--- src/rtl/gainctl_pkg.sv ---
package gainctl_pkg;

    typedef enum logic [2:0] {
        ST_IDLE,
        ST_MODE,
        ST_WRITE,
        ST_WFULL,
        ST_READ
    } port_state_t;

endpackage

--- src/rtl/sig_sync.sv ---
module sig_sync #(
    parameter int               WIDTH   = 4,
    parameter int               STAGES  = 2,
    parameter logic [WIDTH-1:0] RST_VAL = '0
) (
    input  logic             clk,
    input  logic             rst_n,
    input  logic [WIDTH-1:0] d,
    output logic [WIDTH-1:0] q
);
    logic [STAGES-1:0][WIDTH-1:0] stg;

    always_ff @(posedge clk or negedge rst_n) begin
        if (!rst_n) begin
            for (int s = 0; s < STAGES; s++) stg[s] <= RST_VAL;
        end else begin
            stg[0] <= d;
            for (int s = 1; s < STAGES; s++) stg[s] <= stg[s-1];
        end
    end

    assign q = stg[STAGES-1];
endmodule

--- src/rtl/frame_engine.sv ---
module frame_engine
    import gainctl_pkg::*;
#(
    parameter int CODE_W = 6
) (
    input  logic              clk,
    input  logic              rst_n,
    input  logic              sclk_s,
    input  logic              lat_n_s,
    input  logic              din_s,
    output logic [CODE_W-1:0] gain_q,
    output logic              sdo_q
);
    localparam int CNT_W = $clog2(CODE_W + 2);
    localparam logic [CNT_W-1:0] CNT_LAST = CNT_W'(CODE_W);
    localparam logic [CNT_W-1:0] CNT_ONE  = CNT_W'(1);

    port_state_t       state, nxt;
    logic              sclk_d;
    logic              s_rise, s_fall, lat_low;
    logic [CNT_W-1:0]  cnt;
    logic [CODE_W-1:0] wr_sh, rd_sh;

    always_ff @(posedge clk or negedge rst_n) begin
        if (!rst_n) sclk_d <= 1'b0;
        else        sclk_d <= sclk_s;
    end

    assign s_rise  = sclk_s & ~sclk_d;
    assign s_fall  = ~sclk_s & sclk_d;
    assign lat_low = ~lat_n_s;

    always_comb begin
        nxt = state;
        unique case (state)
            ST_IDLE:  if (lat_low) nxt = ST_MODE;
            ST_MODE: begin
                if (!lat_low)    nxt = ST_IDLE;
                else if (s_rise) nxt = din_s ? ST_WRITE : ST_READ;
            end
            ST_WRITE: begin
                if (!lat_low)                      nxt = ST_IDLE;
                else if (s_rise && cnt == CNT_LAST) nxt = ST_WFULL;
            end
            ST_WFULL: if (!lat_low) nxt = ST_IDLE;
            ST_READ:  if (!lat_low) nxt = ST_IDLE;
            default:  nxt = ST_IDLE;
        endcase
    end

    always_ff @(posedge clk or negedge rst_n) begin
        if (!rst_n) state <= ST_IDLE;
        else        state <= nxt;
    end

    always_ff @(posedge clk or negedge rst_n) begin
        if (!rst_n) begin
            cnt    <= '0;
            wr_sh  <= '0;
            rd_sh  <= '0;
            gain_q <= '0;
            sdo_q  <= 1'b0;
        end else begin
            unique case (state)
                ST_IDLE: begin
                    cnt   <= '0;
                    sdo_q <= 1'b0;
                end
                ST_MODE: begin
                    if (lat_low && s_rise) begin
                        cnt   <= '0;
                        rd_sh <= gain_q;
                    end
                end
                ST_WRITE: begin
                    if (lat_low && s_rise) begin
                        wr_sh <= {din_s, wr_sh[CODE_W-1:1]};
                        cnt   <= cnt + CNT_ONE;
                    end
                end
                ST_WFULL: begin
                    if (!lat_low) gain_q <= wr_sh;
                end
                ST_READ: begin
                    if (!lat_low) begin
                        sdo_q <= 1'b0;
                    end else begin
                        if (s_rise && cnt <= CNT_LAST) cnt <= cnt + CNT_ONE;
                        if (s_fall && cnt >= CNT_ONE && cnt <= CNT_LAST) begin
                            sdo_q <= rd_sh[0];
                            rd_sh <= rd_sh >> 1;
                        end
                    end
                end
                default: cnt <= '0;
            endcase
        end
    end


    gain_commit_chk: assert property (@(posedge clk) disable iff (!rst_n)
        (gain_q != $past(gain_q)) |-> ($past(state) == ST_WFULL && $past(lat_n_s)));


    sdo_edge_chk: assert property (@(posedge clk) disable iff (!rst_n)
        (sdo_q != $past(sdo_q)) |-> $past(s_fall || lat_n_s));


    idle_sdo_chk: assert property (@(posedge clk) disable iff (!rst_n)
        (state == ST_IDLE) |-> !sdo_q);
endmodule

--- src/rtl/gain_decode.sv ---
module gain_decode #(
    parameter int CODE_W  = 6,
    parameter int DB_W    = 7,
    parameter int CODE_LO = 1,
    parameter int CODE_HI = 42,
    parameter int OFFSET  = 10
) (
    input  logic                   en,
    input  logic [CODE_W-1:0]      code,
    output logic signed [DB_W-1:0] db,
    output logic                   mute
);
    localparam logic [CODE_W-1:0]      LO_C    = CODE_W'(CODE_LO);
    localparam logic [CODE_W-1:0]      HI_C    = CODE_W'(CODE_HI);
    localparam logic signed [DB_W-1:0] OFS     = DB_W'(OFFSET);
    localparam logic signed [DB_W-1:0] MUTE_DB = {1'b1, {(DB_W-1){1'b0}}};

    logic                   in_range;
    logic signed [DB_W-1:0] code_ext;

    always_comb begin
        in_range = (code >= LO_C) && (code <= HI_C);
        mute     = !(en && in_range);
        code_ext = DB_W'(code);
        db       = mute ? MUTE_DB : (code_ext - OFS);
    end
endmodule

--- src/rtl/gain_port_chan.sv ---
module gain_port_chan #(
    parameter int CODE_W      = 6,
    parameter int DB_W        = 7,
    parameter int SYNC_STAGES = 2,
    parameter int CODE_LO     = 1,
    parameter int CODE_HI     = 42,
    parameter int OFFSET      = 10
) (
    input  logic                   clk,
    input  logic                   rst_n,
    input  logic                   sclk,
    input  logic                   lat_n,
    input  logic                   din,
    input  logic                   en,
    output logic                   dout,
    output logic [CODE_W-1:0]      code,
    output logic signed [DB_W-1:0] db,
    output logic                   mute
);
    logic [3:0] pins_s;

    sig_sync #(
        .WIDTH   (4),
        .STAGES  (SYNC_STAGES),
        .RST_VAL (4'b0100)
    ) u_sync (
        .clk   (clk),
        .rst_n (rst_n),
        .d     ({sclk, lat_n, din, en}),
        .q     (pins_s)
    );

    frame_engine #(.CODE_W(CODE_W)) u_fsm (
        .clk     (clk),
        .rst_n   (rst_n),
        .sclk_s  (pins_s[3]),
        .lat_n_s (pins_s[2]),
        .din_s   (pins_s[1]),
        .gain_q  (code),
        .sdo_q   (dout)
    );

    gain_decode #(
        .CODE_W  (CODE_W),
        .DB_W    (DB_W),
        .CODE_LO (CODE_LO),
        .CODE_HI (CODE_HI),
        .OFFSET  (OFFSET)
    ) u_dec (
        .en   (pins_s[0]),
        .code (code),
        .db   (db),
        .mute (mute)
    );


    db_range_chk: assert property (@(posedge clk) disable iff (!rst_n)
        !mute |-> (db >= (CODE_LO - OFFSET) && db <= (CODE_HI - OFFSET)));


    mute_en_chk: assert property (@(posedge clk) disable iff (!rst_n)
        !pins_s[0] |-> mute);
endmodule

--- src/rtl/dual_gain_ctrl.sv ---
module dual_gain_ctrl #(
    parameter int NCH         = 2,
    parameter int CODE_W      = 6,
    parameter int DB_W        = 7,
    parameter int SYNC_STAGES = 2,
    parameter int CODE_LO     = 1,
    parameter int CODE_HI     = 42,
    parameter int OFFSET      = 10
) (
    input  logic                  clk,
    input  logic                  rst_n,
    input  logic [NCH-1:0]        ser_clk,
    input  logic [NCH-1:0]        ser_lat_n,
    input  logic [NCH-1:0]        ser_din,
    input  logic [NCH-1:0]        ch_en,
    output logic [NCH-1:0]        ser_dout,
    output logic [NCH*CODE_W-1:0] gain_code,
    output logic [NCH*DB_W-1:0]   gain_db,
    output logic [NCH-1:0]        mute
);
    for (genvar c = 0; c < NCH; c++) begin : g_ch
        logic signed [DB_W-1:0] db_c;

        gain_port_chan #(
            .CODE_W      (CODE_W),
            .DB_W        (DB_W),
            .SYNC_STAGES (SYNC_STAGES),
            .CODE_LO     (CODE_LO),
            .CODE_HI     (CODE_HI),
            .OFFSET      (OFFSET)
        ) u_chan (
            .clk   (clk),
            .rst_n (rst_n),
            .sclk  (ser_clk[c]),
            .lat_n (ser_lat_n[c]),
            .din   (ser_din[c]),
            .en    (ch_en[c]),
            .dout  (ser_dout[c]),
            .code  (gain_code[c*CODE_W +: CODE_W]),
            .db    (db_c),
            .mute  (mute[c])
        );

        assign gain_db[c*DB_W +: DB_W] = db_c;
    end
endmodule

--- config.mk ---
export PLATFORM = sky130hd
export DESIGN_NAME = dual_gain_ctrl
export DESIGN_NICKNAME = d
export VERILOG_FILES = /design/src/rtl/gainctl_pkg.sv /design/src/rtl/sig_sync.sv /design/src/rtl/frame_engine.sv /design/src/rtl/gain_decode.sv /design/src/rtl/gain_port_chan.sv /design/src/rtl/dual_gain_ctrl.sv
export SDC_FILE = /design/constraint.sdc
export NUM_CORES = 1
export LEC_CHECK = 0
export BUFFER_PORTS_ARGS = -buffer_cell sky130_fd_sc_hd__buf_2
export CORE_MARGIN = 1.5
export CORE_UTILIZATION = 45
export DETAILED_ROUTE_END_ITERATION = 6
export PLACE_DENSITY = 0.67
export SYNTH_ARGS = -nofsm -noshare
export SYNTH_HDL_FRONTEND = slang
export SYNTH_HIERARCHICAL = 1
export SYNTH_SLANG_ARGS = --single-unit
--- constraint.sdc ---
create_clock -name clk -period 2.48 [get_ports clk]
set_clock_uncertainty 0.1 [all_clocks]
set_input_delay 0.372 -clock clk [delete_from_list [all_inputs] [get_ports clk]]
set_output_delay 0.372 -clock clk [all_outputs]
set_load 0.03 [all_outputs]
==> impl_metrics.tcl <==
set metrics [dict create \
    dr.pass1.iters 7 \
    drc 0 \
    worst-setup-path-type "register to output pin" \
    synth_area_per_cell_sq_um 12.2 \
    grt_max_degree 29 \
    whs_path_depth 1 \
    ctsResizeCount 0 \
    grt_pass1_wl_mm 9.88 \
    io_buffers 39 \
    worst-path-max-fanout 8 \
    num_vias 2145 \
    ant_nets 0 \
    p_sw_mw 0.542 \
    cts_num_sinks 68 \
    synth_nets 296 \
    rr_endpoint "g_ch[0].u_chan/u_fsm/rd_sh[4]$_DFFE_PN0P_" \
    crit_path_end_kind "output pin" \
    dp_slack_ns 0.498 \
    ir_worst_vdd_uv 348 \
    synth_edf_count 0 \
    finalSetupViolations 0 \
    hold_viol 0 \
    internal_power_mw 1.76 \
    ios 40 \
    required_ns 2.01 \
    maxClockFrequency_ghz 0.458 \
    numCtsBuffers 9 \
    synth-seq-cells 68 \
    core.rowCount 31 \
    fillers 665 \
    cts_buffer_depth 2 \
    syn_to_final_growth_pct 13.2 \
    path_clk_slew_ns 0.08 \
    antenna_found_initial 0 \
    post-route-util_pct 52.8 \
    p_comb_share_pct 5.5 \
    clock_tree.root_cell "clkbuf_8" \
    track_usage_pct 15.1 \
    diodes 0 \
    r2r-start "g_ch[0].u_chan/u_fsm/cnt[1]$_DFFE_PN0P_" \
    first_global_vias 2110 \
    placedCellCount 400 \
    crit_slowest_cell "dfrtp_1" \
    synth_simple_gate_area_share_pct 13.7 \
    worstPathArrival_ns 1.71 \
    cap_viol_max_count 0 \
    min_path_type "input pin to register" \
    clock_latency_ns 0.34 \
    timing.slew.headroom_pct 69.8 \
    reg2reg_slack_ns 0.50 \
    fp.dieW_microns 90.0 \
    tightestPinTransition_ns 0.449 \
    wire_per_inst_microns 13.3 \
    synthDistinctLibCells 46 \
    holdPathEnd "g_ch[1].u_chan/u_sync/stg[2]$_DFF_PN1_" \
    ys_seq_area_share_pct 50.1 \
    hp-start "ser_lat_n[1]" \
    final_cells 417 \
    power.total_mw 2.30 \
    slew_violations 0 \
    globalplace.congestion 0.780 \
    start_util_pct 46.7 \
    rsz0062_at_grt "no" \
    drive_above_1_share_pct 37.4 \
    h-tree-depth 3 \
    swShare_pct 23.5 \
    finalCriticalPeriod_ns 2.18 \
    postCtsHoldBufs 1 \
    critPathMaxStageDelay_ns 0.48 \
    die-area_sq_um 8090 \
    synthesis.area_sq_um 3400 \
    seqPwrFrac_pct 51.0 \
    die_height_microns 90.0 \
    post-route-period-util_pct 88.0 \
    finalSetupTns_ns 0 \
    synth_top_family_by_area "multiplexers" \
    post_cts_buffers 0 \
    crit_chain "a211o_1, o211ai_2, nand3_2, nor2_1, buf_2" \
    synth_mux_area_share_pct 16.5 \
    synth_cells 278 \
    cts_tree "yes" \
    drt_wl_total_mm 5.54 \
    synthAdderAreaFrac_pct 2.94 \
    core_area_sq_um 7290 \
    dr.first_iter.drc_count 77 \
    grt_overflow 0 \
    p_clk_share_pct 43.6 \
    rr_worst_depth 6 \
    nNetsFinal 331 \
    start_kind "register" \
    via_per_inst 5.14 \
    leakagePower_nw 1.89 \
    power_density_nw_per_um2 598 \
    finalWorstSetupSlack_ns 0.299 \
    async_flop_share_pct 100 \
    synth_compound_area_share_pct 9.85 \
    outcome "completed" \
    ys.flop_type "dfrtp_1" \
    place_hpwl_mm 3.87 \
    yosysWarnings 6 \
    synth_xor_area_share_pct 2.06 \
]
## synthesized netlist by cell type (6+ instances only)
cell type | count | share of area, %
nor2_1 | 18 | 2.0
or3_1 | 6 | 1.1
inv_1 | 12 | 1.3
nand2b_1 | 6 | 1.1
dfrtp_1 | 64 | 47
buf_4 | 8 | 1.8
ha_1 | 8 | 2.9
mux2_4 | 18 | 7.9
mux2_2 | 24 | 7.9
o21ai_0 | 10 | 1.5
nand2_1 | 14 | 1.5
nor2b_1 | 6 | 1.1
buf_2 | 6 | 0.88
## worst max-delay path, delay by kind of cell, from the launching register on
family / cells / cell delay (ns)
flops: 1 / 0.48
compound gates: 2 / 0.40
simple gates: 2 / 0.29
buf+inv: 1 / 0.20
## logic make-up after synthesis
kind of cell	after synthesis
DFF	68
buffers and inverters	30
and+or+nand+nor	78
AOI/OAI and AO/OA	42
muxes	44
xor gates and xnor gates	8
adders and majority gates	8
## layout make-up
type                    instances  area [sq um]  area share, %
clock buffers                   9           124           3.22
clock inverters                 7           100           2.60
inverters                      12          45.0           1.17
multi-input cells             180          1530           39.8
flip-flops and latches         68          1710           44.3
well taps                      99           124           3.22
repair buffers                 42           220           5.72
## worst max path at each step
stage               cells after the start  slack [ns]                                        end                                  startpoint
floorplan                               4        0.30                                gain_db[10]  g_ch[1].u_chan/u_fsm/gain_q[4]$_DFFE_PN0P_
global placement                        3        0.53  g_ch[1].u_chan/u_fsm/rd_sh[0]$_DFFE_PN0P_   g_ch[1].u_chan/u_fsm/state[2]$_DFFE_PN0P_
detailed placement                      6        0.50  g_ch[1].u_chan/u_fsm/rd_sh[4]$_DFFE_PN0P_     g_ch[1].u_chan/u_fsm/cnt[1]$_DFFE_PN0P_
CTS                                     5        0.27                                 gain_db[4]  g_ch[0].u_chan/u_fsm/gain_q[4]$_DFFE_PN0P_
global route                            5        0.14                                 gain_db[4]  g_ch[0].u_chan/u_fsm/gain_q[4]$_DFFE_PN0P_
finish                                  5        0.30                                 gain_db[4]  g_ch[0].u_chan/u_fsm/gain_q[4]$_DFFE_PN0P_
## power groups by stage
stage	clock network (mW)	logic (mW)	registers [mW]
floorplan	0	0.104	1.18
global placement	0	0.125	1.19
detailed placement	0	0.126	1.19
CTS	1.04	0.129	1.17
global route	1.09	0.142	1.18
finish	1.00	0.126	1.17
## flip-flops by register name (all words and copies together) (netlist names)
name,count
g_ch.u_chan/u_fsm/cnt,6
g_ch.u_chan/u_fsm/gain_q,12
g_ch.u_chan/u_fsm/rd_sh,12
g_ch.u_chan/u_fsm/sclk_d,2
g_ch.u_chan/u_fsm/sdo_q,2
g_ch.u_chan/u_fsm/state,6
g_ch.u_chan/u_fsm/wr_sh,12
g_ch.u_chan/u_sync/q,8
g_ch.u_chan/u_sync/stg,8
## cells in the final DEF (no fill, tap or decap), types with 3 or more instances in the layout
master / netlist / routed
clkinvlp_4: 0 / 3
nand2_1: 14 / 14
clkbuf_8: 0 / 9
ha_1: 8 / 8
nor2b_1: 6 / 6
a31oi_1: 4 / 4
nand3b_1: 4 / 4
dfrtp_1: 64 / 64
dfstp_2: 4 / 4
o21ai_0: 10 / 10
buf_2: 6 / 39
xnor2_1: 4 / 4
mux2_4: 18 / 18
or3_1: 6 / 6
mux2_2: 24 / 24
xor2_1: 4 / 4
nor2_1: 18 / 18
inv_1: 12 / 12
nand2b_1: 6 / 6
nor4_1: 4 / 4
## per-layer routing
| metal | share of wire [%] | GRT usage [%] |
|---|---|---|
| met1 | 46 | 19.2 |
| met2 | 48 | 24.3 |
| met3 | 4.2 | 4.74 |
| met4 | 1.2 | 5.42 |
| met5 | 0 | 0 |
## metrics by stage
stage / area, sq um / hold slack (ns)
CTS: 3850 / 0.0104
finish: 3850 / 0.0291
global route: 3850 / 0.00223
global placement: 3620 / 0.227
detailed placement: 3620 / 0.231
floorplan: 3400 / -0.0236
No activity file was read; power rests on OpenSTA's default activity.
